`src/rtl/kwd_pkg.sv`:
```
package kwd_pkg;
  localparam int ADDR_W = 3;
  localparam logic [31:0] RESTART_KEY = 32'h0000_4755;

  typedef enum logic [ADDR_W-1:0] {
    A_COUNT   = 3'd0,
    A_RELOAD  = 3'd1,
    A_RESTART = 3'd2,
    A_CTRL    = 3'd3,
    A_FLAG    = 3'd4,
    A_CLEAR   = 3'd5,
    A_WIDTH   = 3'd6,
    A_MASK    = 3'd7
  } kwd_addr_e;

  typedef enum logic [1:0] {
    SCOPE_MASKED = 2'd0,
    SCOPE_ALL    = 2'd1,
    SCOPE_CPU    = 2'd2,
    SCOPE_MASK_B = 2'd3
  } kwd_scope_e;

  localparam int CB_EN    = 0;
  localparam int CB_RSTEN = 1;
  localparam int CB_SLOW  = 4;
  localparam int CB_SCOPE = 5;
  localparam int CB_BOOT  = 7;
endpackage

```
`src/rtl/kwd_rst_sync.sv`:
```
module kwd_rst_sync (
  input  logic clk,
  input  logic arst_n,
  output logic srst_n
);
  logic [1:0] sync_q;

  always_ff @(posedge clk or negedge arst_n) begin
    if (!arst_n) sync_q <= 2'b00;
    else         sync_q <= {sync_q[0], 1'b1};
  end

  assign srst_n = sync_q[1];
endmodule

```
`src/rtl/kwd_regs.sv`:
```
module kwd_regs
  import kwd_pkg::*;
#(
  parameter int CNT_W = 32,
  parameter int PW_W = 8,
  parameter int NLINES = 26,
  parameter logic [CNT_W-1:0] RELOAD_RST = '1,
  parameter logic [PW_W-1:0] WIDTH_RST = '0,
  parameter logic [NLINES-1:0] MASK_RST = '1
) (
  input  logic              clk,
  input  logic              rst_n,
  input  logic              we,
  input  logic [ADDR_W-1:0] addr,
  input  logic [31:0]       wdata,
  input  logic              expire,
  output logic              key_hit,
  output logic              clr_hit,
  output logic [CNT_W-1:0]  reload_q,
  output logic              en_q,
  output logic              rsten_q,
  output logic              slow_q,
  output kwd_scope_e        scope_q,
  output logic              boot_q,
  output logic [PW_W-1:0]   width_q,
  output logic [NLINES-1:0] mask_q,
  output logic              flag_q
);
  logic              wr_reload, wr_ctrl, wr_width, wr_mask;
  logic [CNT_W-1:0]  reload_d;
  logic              en_d, rsten_d, slow_d, boot_d, flag_d;
  kwd_scope_e        scope_d;
  logic [PW_W-1:0]   width_d;
  logic [NLINES-1:0] mask_d;

  always_comb begin
    wr_reload = we && (kwd_addr_e'(addr) == A_RELOAD);
    wr_ctrl   = we && (kwd_addr_e'(addr) == A_CTRL);
    wr_width  = we && (kwd_addr_e'(addr) == A_WIDTH);
    wr_mask   = we && (kwd_addr_e'(addr) == A_MASK);
    key_hit   = we && (kwd_addr_e'(addr) == A_RESTART) && (wdata == RESTART_KEY);
    clr_hit   = we && (kwd_addr_e'(addr) == A_CLEAR);
  end

  always_comb begin
    reload_d = wr_reload ? wdata[CNT_W-1:0] : reload_q;
    width_d  = wr_width  ? wdata[PW_W-1:0]  : width_q;
    mask_d   = wr_mask   ? wdata[NLINES-1:0] : mask_q;
    en_d     = en_q;
    rsten_d  = rsten_q;
    slow_d   = slow_q;
    scope_d  = scope_q;
    boot_d   = boot_q;
    if (wr_ctrl) begin
      en_d    = wdata[CB_EN];
      rsten_d = wdata[CB_RSTEN];
      slow_d  = wdata[CB_SLOW];
      scope_d = kwd_scope_e'(wdata[CB_SCOPE+1:CB_SCOPE]);
      boot_d  = wdata[CB_BOOT];
    end
    if (expire && rsten_q) en_d = 1'b0;
    flag_d = flag_q;
    if (clr_hit) flag_d = 1'b0;
    if (expire)  flag_d = 1'b1;
  end

  always_ff @(posedge clk or negedge rst_n) begin
    if (!rst_n) begin
      reload_q <= RELOAD_RST;
      width_q  <= WIDTH_RST;
      mask_q   <= MASK_RST;
      en_q     <= 1'b0;
      rsten_q  <= 1'b0;
      slow_q   <= 1'b0;
      scope_q  <= SCOPE_MASKED;
      boot_q   <= 1'b0;
      flag_q   <= 1'b0;
    end else begin
      reload_q <= reload_d;
      width_q  <= width_d;
      mask_q   <= mask_d;
      en_q     <= en_d;
      rsten_q  <= rsten_d;
      slow_q   <= slow_d;
      scope_q  <= scope_d;
      boot_q   <= boot_d;
      flag_q   <= flag_d;
    end
  end
endmodule

```
`src/rtl/kwd_count.sv`:
```
module kwd_count #(
  parameter int CNT_W = 32,
  parameter logic [CNT_W-1:0] CNT_RST = '1
) (
  input  logic             clk,
  input  logic             rst_n,
  input  logic             en,
  input  logic             step,
  input  logic             key_hit,
  input  logic             rsten,
  input  logic [CNT_W-1:0] reload,
  output logic [CNT_W-1:0] cnt_q,
  output logic             expire
);
  localparam logic [CNT_W-1:0] ONE = CNT_W'(1);
  logic [CNT_W-1:0] cnt_d;
  logic             advance;

  always_comb begin
    advance = en && step && !key_hit;
    cnt_d   = cnt_q;
    expire  = 1'b0;
    if (key_hit) begin
      cnt_d = reload;
    end else if (advance) begin
      if (cnt_q > ONE) begin
        cnt_d = cnt_q - ONE;
      end else begin
        expire = 1'b1;
        cnt_d  = rsten ? '0 : reload;
      end
    end
  end

  always_ff @(posedge clk or negedge rst_n) begin
    if (!rst_n) cnt_q <= CNT_RST;
    else        cnt_q <= cnt_d;
  end
endmodule

```
`src/rtl/kwd_pulse.sv`:
```
module kwd_pulse
  import kwd_pkg::*;
#(
  parameter int PW_W = 8,
  parameter int NLINES = 26
) (
  input  logic              clk,
  input  logic              rst_n,
  input  logic              fire,
  input  logic [PW_W-1:0]   width,
  input  kwd_scope_e        scope,
  input  logic [NLINES-1:0] mask,
  output logic [NLINES-1:0] lines
);
  logic [NLINES-1:0] pick;
  logic [NLINES-1:0] lines_q, lines_d;
  logic [PW_W-1:0]   left_q, left_d;

  for (genvar i = 0; i < NLINES; i++) begin : g_pick
    always_comb begin
      unique case (scope)
        SCOPE_ALL: pick[i] = 1'b1;
        SCOPE_CPU: pick[i] = (i == 0);
        default:   pick[i] = mask[i];
      endcase
    end
  end

  always_comb begin
    lines_d = lines_q;
    left_d  = left_q;
    if (fire) begin
      lines_d = pick;
      left_d  = (width == '0) ? PW_W'(1) : width;
    end else if (left_q != '0) begin
      left_d = left_q - PW_W'(1);
    end
  end

  always_ff @(posedge clk or negedge rst_n) begin
    if (!rst_n) begin
      lines_q <= '0;
      left_q  <= '0;
    end else begin
      lines_q <= lines_d;
      left_q  <= left_d;
    end
  end

  assign lines = (left_q != '0) ? lines_q : '0;
endmodule

```
`src/rtl/keyed_watchdog.sv`:
```
module keyed_watchdog
  import kwd_pkg::*;
#(
  parameter int CNT_W = 32,
  parameter int PW_W = 8,
  parameter int NLINES = 26,
  parameter logic [CNT_W-1:0] RELOAD_RST = 32'h0000_FFFF,
  parameter logic [PW_W-1:0] WIDTH_RST = 8'd4,
  parameter logic [NLINES-1:0] MASK_RST = 26'h33F_FFF3
) (
  input  logic              clk,
  input  logic              rst_n,
  input  logic              tick_1m_en,
  input  logic [2:0]        bus_addr,
  input  logic [31:0]       bus_wdata,
  input  logic              bus_we,
  output logic [31:0]       bus_rdata,
  output logic [NLINES-1:0] rst_lines,
  output logic              expired_flag
);
  logic              rst_sync_n;
  logic              key_hit, clr_hit, expire, fire, step;
  logic [CNT_W-1:0]  reload_q, cnt_q;
  logic              en_q, rsten_q, slow_q, boot_q, flag_q;
  kwd_scope_e        scope_q;
  logic [PW_W-1:0]   width_q;
  logic [NLINES-1:0] mask_q;

  kwd_rst_sync u_sync (.clk(clk), .arst_n(rst_n), .srst_n(rst_sync_n));

  kwd_regs #(
    .CNT_W(CNT_W), .PW_W(PW_W), .NLINES(NLINES),
    .RELOAD_RST(RELOAD_RST), .WIDTH_RST(WIDTH_RST), .MASK_RST(MASK_RST)
  ) u_regs (
    .clk(clk), .rst_n(rst_sync_n), .we(bus_we), .addr(bus_addr),
    .wdata(bus_wdata), .expire(expire), .key_hit(key_hit), .clr_hit(clr_hit),
    .reload_q(reload_q), .en_q(en_q), .rsten_q(rsten_q), .slow_q(slow_q),
    .scope_q(scope_q), .boot_q(boot_q), .width_q(width_q), .mask_q(mask_q),
    .flag_q(flag_q)
  );

  assign step = slow_q ? tick_1m_en : 1'b1;

  kwd_count #(.CNT_W(CNT_W), .CNT_RST(RELOAD_RST)) u_count (
    .clk(clk), .rst_n(rst_sync_n), .en(en_q), .step(step), .key_hit(key_hit),
    .rsten(rsten_q), .reload(reload_q), .cnt_q(cnt_q), .expire(expire)
  );

  assign fire = expire && rsten_q;

  kwd_pulse #(.PW_W(PW_W), .NLINES(NLINES)) u_pulse (
    .clk(clk), .rst_n(rst_sync_n), .fire(fire), .width(width_q),
    .scope(scope_q), .mask(mask_q), .lines(rst_lines)
  );

  always_comb begin
    bus_rdata = '0;
    unique case (kwd_addr_e'(bus_addr))
      A_COUNT:  bus_rdata = 32'(cnt_q);
      A_RELOAD: bus_rdata = 32'(reload_q);
      A_CTRL: begin
        bus_rdata[CB_EN]                 = en_q;
        bus_rdata[CB_RSTEN]              = rsten_q;
        bus_rdata[CB_SLOW]               = slow_q;
        bus_rdata[CB_SCOPE+1:CB_SCOPE]   = scope_q;
        bus_rdata[CB_BOOT]               = boot_q;
      end
      A_FLAG:   bus_rdata[0] = flag_q;
      A_WIDTH:  bus_rdata = 32'(width_q);
      A_MASK:   bus_rdata = 32'(mask_q);
      default:  bus_rdata = '0;
    endcase
  end

  assign expired_flag = flag_q;
endmodule

```
`config.mk`:
```
export PLATFORM = sky130hd
export DESIGN_NAME = keyed_watchdog
export DESIGN_NICKNAME = d
export VERILOG_FILES = /design/src/rtl/kwd_pkg.sv /design/src/rtl/kwd_rst_sync.sv /design/src/rtl/kwd_regs.sv /design/src/rtl/kwd_count.sv /design/src/rtl/kwd_pulse.sv /design/src/rtl/keyed_watchdog.sv
export SDC_FILE = /design/constraint.sdc
export NUM_CORES = 1
export LEC_CHECK = 0
export BUFFER_PORTS_ARGS = -buffer_cell sky130_fd_sc_hd__clkbuf_2
export CAP_MARGIN = 20
export CORE_ASPECT_RATIO = 1.4
export CORE_MARGIN = 1
export CORE_UTILIZATION = 45
export CTS_BUF_LIST = sky130_fd_sc_hd__clkbuf_8
export DETAILED_ROUTE_END_ITERATION = 7
export PLACE_DENSITY = 0.69
export RECOVER_POWER = 25
export SYNTH_ARGS = -nofsm -noshare
export SYNTH_HDL_FRONTEND = slang
export SYNTH_HIERARCHICAL = 1
export SYNTH_SLANG_ARGS = --single-unit
```
`constraint.sdc`:
```
create_clock -name clk -period 4.7 [get_ports clk]
set_input_delay 0.47 -clock clk [delete_from_list [all_inputs] [get_ports clk]]
set_output_delay 0.47 -clock clk [all_outputs]
set_load 0.05 [all_outputs]
```
# Word-level counts from Yosys, hierarchy flattened

Cells that the tools add are included.

Flip-flop bits (word level): 141
Input port bits: 39
Logic and storage cells: 92
Output and inout bits: 59

Equal/unequal tests: 10
$lt $le $gt $ge: 1
Multiplexer cells: 47
Reduce and logical (&&, ||, !) cells: 19
Add/subtract/negate cells: 2

Operators by type and width:

| operator                | count |
|---|---|
| $mux W32                | 4 |
| $pmux W24 S3            | 1 |
| $pmux W1 S2             | 25 |
| $eq A32 B15 Y1 const B  | 1 |
| $gt A32 B1 Y1 const B   | 1 |
| $sub A32 B1 Y32 const B | 1 |
| $mux W26                | 1 |
| $mux W8                 | 3 |
| $pmux W4 S5             | 1 |
| $eq A3 B3 Y1 const B    | 4 |
| $logic_and A1 B1 Y1     | 10 |
| $mux W1                 | 9 |
| $logic_not A8 Y1        | 1 |
| $pmux W2 S4             | 1 |
| $reduce_bool A2 Y1      | 4 |
| $reduce_bool A8 Y1      | 1 |
| $sub A8 B1 Y8 const B   | 1 |
| $eq A3 B2 Y1 const B    | 2 |
| $pmux W1 S6             | 1 |
| $pmux W1 S5             | 1 |
| $eq A3 B1 Y1 const B    | 1 |
| $logic_not A3 Y1        | 1 |
| $eq A2 B1 Y1 const B    | 1 |
| $eq A2 B2 Y1 const B    | 1 |
| other kinds (2)         | 2 |

# Longest topological paths before layout

Gate-level depths: netlist of the first run.

Word-level depth: 9
Gate-level depth with buffers: 13
Depth with buffers taken out: 10

# Cells and area by module

The synthesis of the first run kept the hierarchy.

By module, submodules not included:

| module         | seq. area each (sq um) | area each (sq um) | times used | cells each |
|---|---|---|---|---|
| kwd_regs       | 1875.5                 | 3030.4            | 1          | 173 |
| kwd_count      | 820.8                  | 2427.3            | 1          | 273 |
| kwd_pulse      | 850.8                  | 1790.5            | 1          | 206 |
| keyed_watchdog | 0.0                    | 838.3             | 1          | 121 |
| kwd_rst_sync   | 50.0                   | 53.8              | 1          | 3 |

# Worst setup path before layout of the first run

No wires, ideal clock.

Kind: register to register
Start: reg u_count.cnt_q[24]
End: reg u_pulse.left_q[1]
Stages on the path, launching flop included: 11
Slack: 1.974 ns
Clock period less this slack: 2.726 ns
Arrival: 2.630 ns
Path buffers: 3
Setup time: 0.096 ns
Data required time: 4.604 ns
Cell sequence: dfrtp_1 or4_1 nor4_2 nand4_1 nor2_1 and2_1 clkbuf_1 clkbuf_1 buf_1 nand2_1 o31ai_1

Cells in the longest elaborated chain, start to end: 6
Elaborated cells between the ends (all ways): 7
Those cells by class: 1 x order compare; 4 x mux; 2 x reduce/logical

Ends and longest elaborated chain:

| element                                       | line                 | text |
|---|---|---|
| from (decl)                                   | kwd_count.sv:12      | `output logic [CNT_W-1:0] cnt_q,` |
| from (signal assigned)                        | kwd_count.sv:37      | `else cnt_q <= cnt_d;` |
| $gt A32 B1 Y1 (*)                             | kwd_count.sv:26      | `if (cnt_q > ONE) begin` |
| $mux W1 (*)                                   | kwd_count.sv:26      |  |
| $mux W1 (*)                                   | kwd_count.sv:25      | `end else if (advance) begin` |
| $mux W1 (*)                                   | kwd_count.sv:23      | `if (key_hit) begin` |
| via expire                                    | keyed_watchdog.sv:22 | `logic key_hit, clr_hit, expire, fire, step;` |
| $logic_and A1 B1 Y1 (*)                       | keyed_watchdog.sv:49 | `assign fire = expire && rsten_q;` |
| via fire                                      | keyed_watchdog.sv:22 |  |
| $mux W8 or $reduce_bool A2 Y1 (tied branches) | -                    |  |
| to (signal assigned)                          | kwd_pulse.sv:46      | `left_q <= left_d;` |
| to (decl)                                     | kwd_pulse.sv:17      | `logic [PW_W-1:0] left_q, left_d;` |

Mark *: on every way through the listed nets, which the timed path passes. The rest lies on a longest branch.
A chain may end at the register's enable or synchronous reset.

# Worst setup path after layout of the first run

Start: reg u_count.cnt_q[24]
End: reg u_pulse.lines_q[14]

Cells in the longest elaborated chain, start to end: 5

Ends and longest elaborated chain:

| element              | line                 | text |
|---|---|---|
| $gt A32 B1 Y1        | kwd_count.sv:26      |  |
| $mux W1              | kwd_count.sv:26      |  |
| $mux W1              | kwd_count.sv:25      |  |
| $mux W1              | kwd_count.sv:23      |  |
| via expire           | keyed_watchdog.sv:22 |  |
| $logic_and A1 B1 Y1  | keyed_watchdog.sv:49 |  |
| via fire             | keyed_watchdog.sv:22 |  |
| to (signal assigned) | kwd_pulse.sv:45      | `lines_q <= lines_d;` |
| to (decl)            | kwd_pulse.sv:16      | `logic [NLINES-1:0] lines_q, lines_d;` |

The timed path passes the listed nets, and every way through them passes these cells.

==> results of run 1 <==
-- placed cells by master, fill, tap and decap left out, types with 6 or more instances in the layout --
cell and count:
o21ai_1 17, mux2_2 42, inv_1 18, or4_1 6, a31oi_1 10, dfstp_2 55, clkbuf_8 18, clkbuf_2 96
and4_1 6, nor3_1 12, o21ai_0 21, o211ai_1 10, xnor2_1 7, nor2_1 63, a221o_1 11, mux2_4 30
nand2b_1 6, mux2i_1 36, o31ai_1 8, nor4_1 14, nand4_1 11, dfrtp_1 86, nand2_1 50, and2_1 34
a211oi_1 8, a21oi_1 59, buf_4 8, a22oi_1 6, nor2b_1 6, nand3_1 9
-- logic make-up after synthesis --
logic type | synth area share
AO/OA/AOI/OAI | 0.147
XOR/XNOR | 0.0118
adder cells (fa/ha/maj) | 0.00769
buffers and inverters | 0.0484
flip-flops | 0.442
multiplexers | 0.158
other | 0.000461
AND/OR/NAND/NOR | 0.185
-- registers in the layout (all words and copies together) (netlist names) --
register         cells
u_pulse/lines_q     26
u_regs/width_q       8
u_regs/flag_q        1
u_regs/reload_q     32
u_count/cnt_q       32
u_regs/mask_q       26
u_regs/slow_q        1
u_regs/scope_q       2
u_regs/rsten_q       1
u_sync/sync_q        2
u_regs/boot_q        1
u_pulse/left_q       8
u_regs/en_q          1
-- layout make-up --
cell class | count | area (µm²) | area share
inverter | 17 | 63.8 | 0.00702
multi-input combinational | 569 | 4160 | 0.457
clock buffer | 18 | 248 | 0.0272
tap | 236 | 295 | 0.0325
clock inverter | 14 | 159 | 0.0175
sequential | 141 | 3600 | 0.396
timing repair buffer | 107 | 574 | 0.0632
-- per-stage QoR --
stage	utilization	area, µm²	total power [µW]
floorplan	-	8140	2960
global placement	0.495	8680	3360
detailed placement	0.495	8680	3380
CTS	0.519	9100	4410
global route	0.518	9090	4640
finish	0.518	9090	4400
-- layer usage --
| layer | vias to the layer above | global-route usage | share of wire |
|---|---|---|---|
| li1 | 3028 | - | - |
| met1 | 3176 | 0.331 | 0.43 |
| met2 | 246 | 0.391 | 0.48 |
| met3 | 44 | 0.0443 | 0.056 |
| met4 | 0 | 0.114 | 0.032 |
| met5 | - | 0 | 0 |
-- worst max-delay path, stage by stage, from the launching register on --
cell and delay, ns:
dfrtp_1 0.45, or4_1 0.63, nor4_2 0.37, nand4_1 0.34, nor2_1 0.30, and2_2 0.58
buf_4 0.41, nor2_1 0.10, a21oi_1 0.14
-- worst paths after layout --
path / start / to / slack, ns / depth (start not counted)
min reg2reg: u_sync/sync_q[1]$_DFF_PN0_ / u_pulse/lines_q[12]$_DFFE_PN0P_ / 0.29 / 0
max in group asynchronous: u_sync/sync_q[1]$_DFF_PN0_ / u_count/cnt_q[23]$_DFFE_PN0P_ / 3.30 / 1
min: bus_wdata[26] / u_regs/reload_q[26]$_DFFE_PN0P_ / 0.25 / 2
max: u_count/cnt_q[24]$_DFFE_PN0P_ / u_pulse/lines_q[14]$_DFFE_PN0P_ / 1.28 / 8
max reg2reg: u_count/cnt_q[24]$_DFFE_PN0P_ / u_pulse/lines_q[14]$_DFFE_PN0P_ / 1.28 / 8
min in group asynchronous: u_sync/sync_q[1]$_DFF_PN0_ / u_pulse/lines_q[12]$_DFFE_PN0P_ / 0.29 / 0
-- power groups by stage --
stage	sequential (µW)	clock (µW)	combinational, µW
floorplan	1870	0	1090
global placement	2010	0	1350
detailed placement	2010	0	1370
CTS	1990	1030	1380
global route	2050	1080	1510
finish	2000	1010	1390
-- what timing repair did --
action,in CTS,in global routing
endpoints found under the hold margin,2,0
hold buffers,1,0
buffers inserted,0,0
==> results.ini, run 1 <==
[pwr]
p_switching_uw = 1730
leakagePower_uw = 0.00384
vdd_drop_max_v = 0.000193
pwr-share-seq = 0.455
clkPwrFrac = 0.229
p_per_area_nw_per_um2 = 484
p_comb_frac = 0.315
internal-power_uw = 2670
switching_share = 0.393

[final_layout]
n_antenna_cell = 0
num-fill-cells = 1643
drive_gt1_frac = 0.331
syn2layout_area_growth_pct = 11.7
stdcell_count = 1102
nets = 897

[timing]
fin_crit_ns = 3.42
hold_violations = 0
layout_setup_ws_ns = 1.28
slew_violations = 0
max_freq_ghz = 0.292
maxSlewHeadroom = 0.307
worst_pin_slew_ns = 1.04
finalSetupViolCount = 0
whs_ns = 0.254
grt_setup_unrepaired = false
post-route-period-util = 0.728
finClkSkew_ns = 0.0131
setup_tns_ns = 0

[routing]
ant_nets = 0
drt_iter0_drc = 481
drc_errors = 0
vias_per_cell = 5.89
via_count = 6494
wl_um = 21800
wl_per_cell_um = 19.8
first_pass_iters = 5

[clock_tree]
cts_buffer_depth = 2
cts_tree = done
root_buffer = clkbuf_8
htree_levels = 4
path_clk_slew_ns = 0.09
cts_inserted_buffers = 17
cts.sinks = 141
insertion_delay_ns = 0.47
post_cts_resized = 0

[die]
start_util = 0.464
rows = 57
core_area_um2 = 17500
die_w_um = 116
dieArea_um2 = 18600
die_h_um = 161
io_pins = 98

[critical_path]
crit_arrival_ns = 3.82
startpoint_type = flip-flop
critPathKind = flip-flop to flip-flop
critPathMaxFanout = 35
cp.required_ns = 5.09
cp-end-kind = flip-flop

[global_route]
grt_start_max_net_pins = 124
first_global_vias = 6261
grtUsageTotal = 0.248
antenna_found_initial = 0
grt_pass1_wl_um = 35100
grt_overflow = 0

[status]
status = complete, no violations

[synth]
yosysTopAreaCell = dfrtp_1
synth_area_per_cell_um2 = 10.5
ys_ff_latch = 141
synth_top_area_share = 0.264
ys_seq_area_frac = 0.442
netlist_instances = 776
yosys_warnings = 6
synth_cell_types = 73
synth_most_common_cell = dfrtp_1
synth_commonest_cells = 86 x dfrtp_1, 63 x nor2_1, 59 x a21oi_1
synth_area_leaders = dfrtp_1 26%, dfstp_2 18%, mux2_2 5.8%, mux2_4 5.5%, mux2i_1 4.4%
yosys_most_used_dff = dfrtp_1
syn_area_um2 = 8140
postSynth.asyncResetShare = 1.00
synth_nets = 820
synth_edf_count = 0

[placed_design]
placed_cells = 1069
preCtsSetupSlack_ns = 1.42
gp_congestion = 0.899
dpl.hpwl_um = 15700
buffer_ports.inserted = 97

[job]
max_cap_viol_count = 0

[worst_hold_path]
holdCritPathClass = primary input to flip-flop

Power figures use the tool's default switching activity.
==> inputs of run 2 (changes only) <==
--- a/config.mk
+++ b/config.mk
@@ -5,6 +5,7 @@
 export SDC_FILE = /design/constraint.sdc
 export NUM_CORES = 1
 export LEC_CHECK = 0
+export ABC_AREA = 1
 export BUFFER_PORTS_ARGS = -buffer_cell sky130_fd_sc_hd__clkbuf_2
 export CAP_MARGIN = 20
 export CORE_ASPECT_RATIO = 1.4
@@ -12,7 +13,7 @@
 export CORE_UTILIZATION = 45
 export CTS_BUF_LIST = sky130_fd_sc_hd__clkbuf_8
 export DETAILED_ROUTE_END_ITERATION = 7
-export PLACE_DENSITY = 0.69
+export PLACE_DENSITY = 0.71
 export RECOVER_POWER = 25
 export SYNTH_ARGS = -nofsm -noshare
 export SYNTH_HDL_FRONTEND = slang
==> constraint.sdc (replaced) <==
create_clock -name clk -period 2.8 [get_ports clk]
set_input_delay 0.28 -clock clk [delete_from_list [all_inputs] [get_ports clk]]
set_output_delay 0.28 -clock clk [all_outputs]
set_load 0.05 [all_outputs]
==> run 2 against run 1 <==
Net effect: the run now ends with capacitance limit, slew limit left; sequential power increased by 62%; routed wire length increased by 19%; combinational power increased to 2.6 times the previous value; non-clock buffer count increased by 16; sequential cell count unchanged; clock skew increased by 0.0064 ns; area after synthesis increased by 11%; final cell count increased by 46%; critical endpoint is now bus_rdata[14].
==> results.ini, run 2 <==
[pwr]
clkPwrFrac = 0.209  ; -0.020
pwr-share-seq = 0.377  ; -0.078
switching_share = 0.462  ; +0.0690
leakagePower_uw = 0.00514  ; +34%
power_uw = 8580  ; +95%
p_per_area_nw_per_um2 = 855  ; +77%
p_switching_uw = 3960  ; +130%
p_comb_frac = 0.414  ; +0.099
internal-power_uw = 4610  ; +73%
vdd_drop_max_v = 0.000386  ; +100%

[die]
start_util = 0.463  ; -0.000729
die_h_um = 169  ; +5.1%
io_pins = 98  ; unchanged
rows = 60  ; +5.3%
dieArea_um2 = 20600  ; +10%
die_w_um = 122  ; +5.1%
core_area_um2 = 19400  ; +11%

[clock_tree]
cts_buffer_depth = 2  ; unchanged
path_clk_slew_ns = 0.10  ; about the same
postCtsSetupBuffers = 0  ; unchanged
cts_inserted_buffers = 17  ; unchanged
cts_tree = done
root_buffer = clkbuf_8
insertion_delay_ns = 0.48  ; about the same
cts.sinks = 141  ; unchanged
htree_levels = 4  ; unchanged

[synth]
synth_most_common_cell = nand2_1
synthXorXnorAreaFrac = 0.0126  ; +0.000805
syn_area_um2 = 9010  ; +11%
synth_top_family_by_area = simple AND/OR/NAND/NOR gates
yosys_most_used_dff = dfrtp_1
synthAdderAreaFrac = 0.00695  ; -0.000740
netlist_instances = 1260  ; +62%
postSynth.asyncResetShare = 1.00  ; unchanged
synth_commonest_cells = 366 x nand2_1, 178 x inv_1, 166 x nor2_1
synth_compound_area_frac = 0.128  ; -0.0192
synth_area_leaders = dfrtp_1 24%, dfstp_2 16%, nand2_1 15%, inv_1 7.4%, nor2_1 6.9%
yosys_warnings = 6  ; unchanged
synth_edf_count = 0  ; unchanged
synth_top_area_share = 0.239  ; -0.0254
ys_ff_latch = 141  ; unchanged
yosysTopAreaCell = dfrtp_1
synth_nets = 1304  ; +59%
synthMuxAreaShare = 0  ; -0.158
synth_area_per_cell_um2 = 7.15  ; -32%
synth-simple-area-share = 0.330  ; +0.145
synth_cell_types = 42  ; -42%
ys_seq_area_frac = 0.399  ; -0.0425

[worst_hold_path]
holdCritPathClass = primary input to flip-flop

[final_layout]
multi_input_area_um2 = 4300  ; +3.6%
drive_gt1_frac = 0.207  ; -0.124
reg_top3 = u_count/cnt_q: 32 flops, u_regs/reload_q: 32 flops
num-fill-cells = 1924  ; +17%
syn2layout_area_growth_pct = 11.4
final_common_cell = nand2_1
n_antenna_cell = 0  ; unchanged
final_cell_mix = 366 x nand2_1, 178 x inv_1, 165 x nor2_1
nets = 1389  ; +55%
seq_area_um2 = 3600  ; unchanged

[placed_design]
gp_congestion = 0.916  ; +1.9%
dpl.hpwl_um = 19200  ; +22%
buffer_ports.inserted = 97  ; unchanged

[global_route]
grtUsageTotal = 0.266  ; +0.0181
grt_overflow = 0  ; unchanged
antenna_found_initial = 0  ; unchanged
grt_start_max_net_pins = 76  ; -39%
first_global_vias = 8293  ; +32%
grt_pass1_wl_um = 42000  ; +20%

[routing]
ant_nets = 0  ; unchanged
drc_errors = 0  ; unchanged
first_pass_iters = 7  ; +2
vias_per_cell = 5.31  ; -9.9%
via_count = 8529  ; +31%
wl_per_cell_um = 16.2  ; -18%
wl_um = 26000  ; +19%
drt_iter0_drc = 698  ; +45%

[critical_path]
critPathMaxFanout = 18  ; -49%
slowest_stage = clkbuf_1
slowest_delay_ns = 0.80  ; +0.17 ns
cp-end-kind = output pin
critPathKind = primary input to output pin
cp_cell_sequence = clkbuf_1, clkbuf_2, clkbuf_1, nand4_1, nand3_1, clkbuf_2
startpoint_type = primary input
cp.required_ns = 2.52  ; -2.57 ns
crit_arrival_ns = 2.35  ; -1.47 ns

[timing]
slew_violations = 36  ; +36
worst_pin_slew_ns = 1.52  ; +0.484 ns
setup_tns_ns = 0  ; unchanged
grt_setup_unrepaired = false
max_freq_ghz = 0.380
post-route-period-util = 0.940
finalSetupViolCount = 0  ; unchanged
maxSlewHeadroom = -0.0133  ; -0.320
finClkSkew_ns = 0.0195  ; +0.00643 ns
hold_violations = 0  ; unchanged
fin_crit_ns = 2.63

[job]
max_cap_viol_count = 1  ; +1

[status]
violations = capacitance limit, slew limit
status = finished with violations

[run 2: cell count changes after synthesis, moves of 32 or more]
cell     delta
nand2_1   +316
inv_1     +161
nor2_1    +103
nand3_1    +66
a21oi_1    -44
mux2_2     -42
mux2i_1    -36
and2_1     -35
nand4_1    +32
[run 2: worst max-delay path: cells and delay by family]
| family | cells | cell delay [ns] |
|---|---|---|
| buf+inv | 4 | 1.61 |
| simple gates | 2 | 0.45 |
[run 2: timing repair]
item                      4_1_cts  5_1_grt
resized for setup               0        0
hold buffers                    2        0
hold endpoints to repair        3        0
[run 2: final cells by class]
class | instances | area share
Clock buffer | 17 | 0.0233
Clock inverter | 15 | 0.0195
Inverter | 184 | 0.0692
Multi-Input combinational cell | 878 | 0.429
Sequential cell | 141 | 0.359
Tap cell | 248 | 0.0309
Timing Repair Buffer | 123 | 0.0697
[run 2: power groups by stage]
stage                     logic (µW)  registers (µW)  clock network (µW)
after global routing            3950            3310                1930
after floorplan                 2770            3090                   0
after global placement          3460            3260                   0
final                           3550            3240                1790
after detailed placement        3510            3260                   0
after CTS                       3530            3230                1820
[run 2: kinds of logic (layout without fill, tap and decap cells)]
kind of cell | count (synthesis) | count (layout)
buffers and inverters | 241 | 339
other | 1 | 1
AOI/OAI and AO/OA | 175 | 175
xor gates and xnor gates | 13 | 13
DFF | 141 | 141
and+or+nand+nor | 684 | 684
adders and majority gates | 5 | 5
[run 2: worst paths after layout]
path,endpoint,slack [ns],cells after the start,startpoint
worst max-delay path,bus_rdata[14],0.17,6,bus_addr[2]
worst min-delay path,u_regs/mask_q[16]$_DFFE_PN1P_,0.02,3,bus_wdata[16]
worst max register to register,u_pulse/lines_q[10]$_DFFE_PN0P_,0.41,12,u_count/cnt_q[1]$_DFFE_PN1P_
worst min register to register,u_sync/sync_q[1]$_DFF_PN0_,0.36,0,u_sync/sync_q[0]$_DFF_PN0_
max in group asynchronous,u_count/cnt_q[28]$_DFFE_PN0P_,0.67,1,u_sync/sync_q[1]$_DFF_PN0_
min in group asynchronous,u_sync/sync_q[0]$_DFF_PN0_,0.11,2,rst_n
[run 2: per-stage QoR]
stage | cell area, µm² | cells | hold WS, ns | util | setup slack [ns]
final | 10000 | 1606 | 0.0212 | 0.516 | 0.167
after global placement | 9600 | 1572 | 0.0663 | 0.494 | 0.421
after detailed placement | 9600 | 1572 | 0.0695 | 0.494 | 0.368
after global routing | 10000 | 1606 | 0.00570 | 0.516 | 0.00834
after CTS | 10100 | 1606 | 0.000587 | 0.517 | 0.428
after floorplan | 9010 | 1260 | -0.0156 | - | 0.510
[run 2: per-layer routing]
layer | share of wire | wire [µm] | GRT usage | vias up
li1 | - | - | - | 4158
met1 | 0.39 | 10200 | 0.303 | 3971
met2 | 0.51 | 13200 | 0.457 | 327
met3 | 0.050 | 1310 | 0.0531 | 73
met4 | 0.050 | 1310 | 0.159 | 0
met5 | 0 | 0 | 0 | -
==> inputs of run 3 (changes only) <==
--- a/config.mk
+++ b/config.mk
@@ -8,12 +8,14 @@
 export ABC_AREA = 1
 export BUFFER_PORTS_ARGS = -buffer_cell sky130_fd_sc_hd__clkbuf_2
 export CAP_MARGIN = 20
+export CELL_PAD_IN_SITES_DETAIL_PLACEMENT = 0
+export CELL_PAD_IN_SITES_GLOBAL_PLACEMENT = 2
 export CORE_ASPECT_RATIO = 1.4
 export CORE_MARGIN = 1
-export CORE_UTILIZATION = 45
+export CORE_UTILIZATION = 31
 export CTS_BUF_LIST = sky130_fd_sc_hd__clkbuf_8
 export DETAILED_ROUTE_END_ITERATION = 7
-export PLACE_DENSITY = 0.71
+export PLACE_DENSITY = 0.83
 export RECOVER_POWER = 25
 export SYNTH_ARGS = -nofsm -noshare
 export SYNTH_HDL_FRONTEND = slang
==> constraint.sdc (replaced) <==
create_clock -name clk -period 2.8 [get_ports clk]
set_input_delay 0.56 -clock clk [delete_from_list [all_inputs] [get_ports clk]]
set_output_delay 0.56 -clock clk [all_outputs]
set_load 0.05 [all_outputs]
==> run 3 against run 2 <==
Net effect: the flow still finishes with violations (capacitance limit, slew limit); combinational power rose by 12%; register-to-register slack got worse by 0.12 ns; critical endpoint is now bus_rdata[12]; final area rose by 7.7%; via count fell by 2.1%; sequential power fell by 1%; non-clock buffer count rose by 22; die area rose by 44%; highest routed layer unchanged; global-route usage fell by 6.4 points; largest power group unchanged; power rose by 2.2%; clock power fell by 11%; routed wire length rose by 13%.
==> results.ini, run 3 (synthesized netlist as in run 2, its figures left out) <==
[clock_tree]
path_clk_slew_ns = 0.09  ; about the same
cts_buffer_depth = 2  ; unchanged
cts_inserted_buffers = 17  ; unchanged
root_buffer = clkbuf_8
insertion_delay_ns = 0.48  ; about the same
cts_tree = done
htree_levels = 4  ; unchanged
cts.sinks = 141  ; unchanged
postCtsSetupBuffers = 0  ; unchanged

[placed_design]
dpl.hpwl_um = 21800  ; +14%
gp_congestion = 0.837  ; -8.6%
buffer_ports.inserted = 97  ; unchanged
placed_cells = 1722  ; +9.5%

[critical_path]
cp_cell_sequence = clkbuf_2, buf_4, buf_4, nor3_4, buf_12, nand2_1, nand3_1, buf_12
cp.required_ns = 2.24  ; -0.28 ns
path_depth = 8  ; +2
critPathKind = primary input to output pin
crit_arrival_ns = 2.01  ; -0.34 ns
path_buf_inv = 5  ; +1
critPathMaxFanout = 30  ; +12
crit_family = buffers and inverters
reg2regPathDepth = 10  ; -2
critPathLaunch = bus_addr[1]
slowest_stage = nor3_4
r2r_start = u_count/cnt_q[20]$_DFFE_PN0P_
startpoint_type = primary input
slowest_delay_ns = 0.28  ; -0.52 ns
cp-end-kind = output pin

[global_route]
grtUsageTotal = 0.203  ; -0.0635
first_global_vias = 8217  ; -0.92%
grt_start_max_net_pins = 65  ; -14%
grt_pass1_wl_um = 46300  ; +10%
antenna_found_initial = 0  ; unchanged
grt_overflow = 0  ; unchanged

[routing]
ant_nets = 0  ; unchanged
drt_iter0_drc = 491  ; -30%
vias_per_cell = 4.76  ; -10%
wl_um = 29300  ; +13%
drc_errors = 0  ; unchanged
first_pass_iters = 5  ; -2
via_count = 8353  ; -2.1%
wl_per_cell_um = 16.7  ; +3.0%

[timing]
finClkSkew_ns = 0.0103  ; -0.00928 ns
fin_crit_ns = 2.57  ; -0.0655 ns
hold_violations = 0  ; unchanged
setup_tns_ns = 0  ; unchanged
maxSlewHeadroom = -0.212  ; -0.199
max_freq_ghz = 0.390  ; +2.5%
grt_setup_unrepaired = false
worst_pin_slew_ns = 1.82  ; +0.298 ns
finalSetupViolCount = 0  ; unchanged
post-route-period-util = 0.917  ; -0.0234
slew_violations = 41  ; +14%

[status]
status = finished with violations
violations = capacitance limit, slew limit

[pwr]
power_uw = 8760  ; +2.2%
leakagePower_uw = 0.00534  ; +4.0%
p_per_area_nw_per_um2 = 811  ; -5.2%
vdd_drop_max_v = 0.000366  ; -5.1%

[die]
die_w_um = 146  ; +20%
core_area_um2 = 28500  ; +47%
rows = 73  ; +22%
dieArea_um2 = 29800  ; +44%
io_pins = 98  ; unchanged
start_util = 0.316  ; -0.147
die_h_um = 204  ; +20%

[final_layout]
n_antenna_cell = 0  ; unchanged
syn2layout_area_growth_pct = 20.0
final_cell_mix = 366 x nand2_1, 179 x inv_1, 165 x nor2_1
nets = 1412  ; +1.7%
reg_top3 = u_count/cnt_q: 32 flops, u_regs/reload_q: 32 flops
final_common_cell = nand2_1
stdcell_count = 1756  ; +9.3%
drive_gt1_frac = 0.222  ; +0.0154

[worst_hold_path]
hold_depth = 3  ; unchanged
hold_start = bus_wdata[27]
holdCritPathClass = primary input to flip-flop

[job]
max_cap_viol_count = 1  ; unchanged

## run 3: tightest hold or removal path, stage by stage
cell      delay, ns
clkbuf_2       0.09
inv_1          0.04
o21ai_1        0.06
## run 3: final cells by class
cell class / count / area [µm²]
well taps: 375 / 469
repair buffers: 145 / 1360
inverters: 184 / 697
multi-input cells: 879 / 4320
flip-flops and latches: 141 / 3600
fillers: 3082 / 17700
clock buffers: 18 / 248
clock inverters: 14 / 123
## run 3: worst paths after layout
| path | end | slack [ns] |
|---|---|---|
| min in group asynchronous | u_sync/sync_q[0]$_DFF_PN0_ | 0.39 |
| hold / removal | u_regs/reload_q[27]$_DFFE_PN0P_ | 0.31 |
| setup / recovery | bus_rdata[12] | 0.23 |
| max in group asynchronous | u_regs/mask_q[4]$_DFFE_PN1P_ | 0.66 |
| setup reg to reg | u_pulse/lines_q[16]$_DFFE_PN0P_ | 0.29 |
| hold reg to reg | u_sync/sync_q[1]$_DFF_PN0_ | 0.35 |
## run 3: repair_timing
action / CTS / global route
hold endpoints to repair: 2 / 0
gates resized for setup: 0 / 2
hold buffers: 1 / 0
setup endpoints to repair: 0 / 2
## run 3: through the flow
stage | hold slack [ns] | area, µm² | setup WS, ns | util
5_1_grt | 0.306 | 10800 | 0.0248 | 0.379
4_1_cts | 0.288 | 10800 | 0.0967 | 0.379
3_5_place_dp | 0.339 | 10400 | 0.0969 | 0.366
3_3_place_gp | 0.335 | 10400 | 0.0829 | 0.366
6_report | 0.311 | 10800 | 0.233 | 0.379
2_1_floorplan | 0.264 | 9010 | 0.455 | -
## run 3: where the power goes
| part | switching, µW | leakage, µW | internal, µW |
|---|---|---|---|
| logic | 2600 | 0.00360 | 1370 |
| registers | 531 | 0.00156 | 2670 |
| clock network | 869 | 0.000182 | 722 |
| total | 4000 | 0.00534 | 4760 |
## run 3: metal layers
layer | global-route usage | up-vias | routed length (µm)
li1 | - | 4201 | -
met3 | 0.0286 | 40 | 999
met4 | 0.0781 | 0 | 788
met1 | 0.258 | 3915 | 13100
met2 | 0.347 | 197 | 14400
met5 | 0 | - | 0
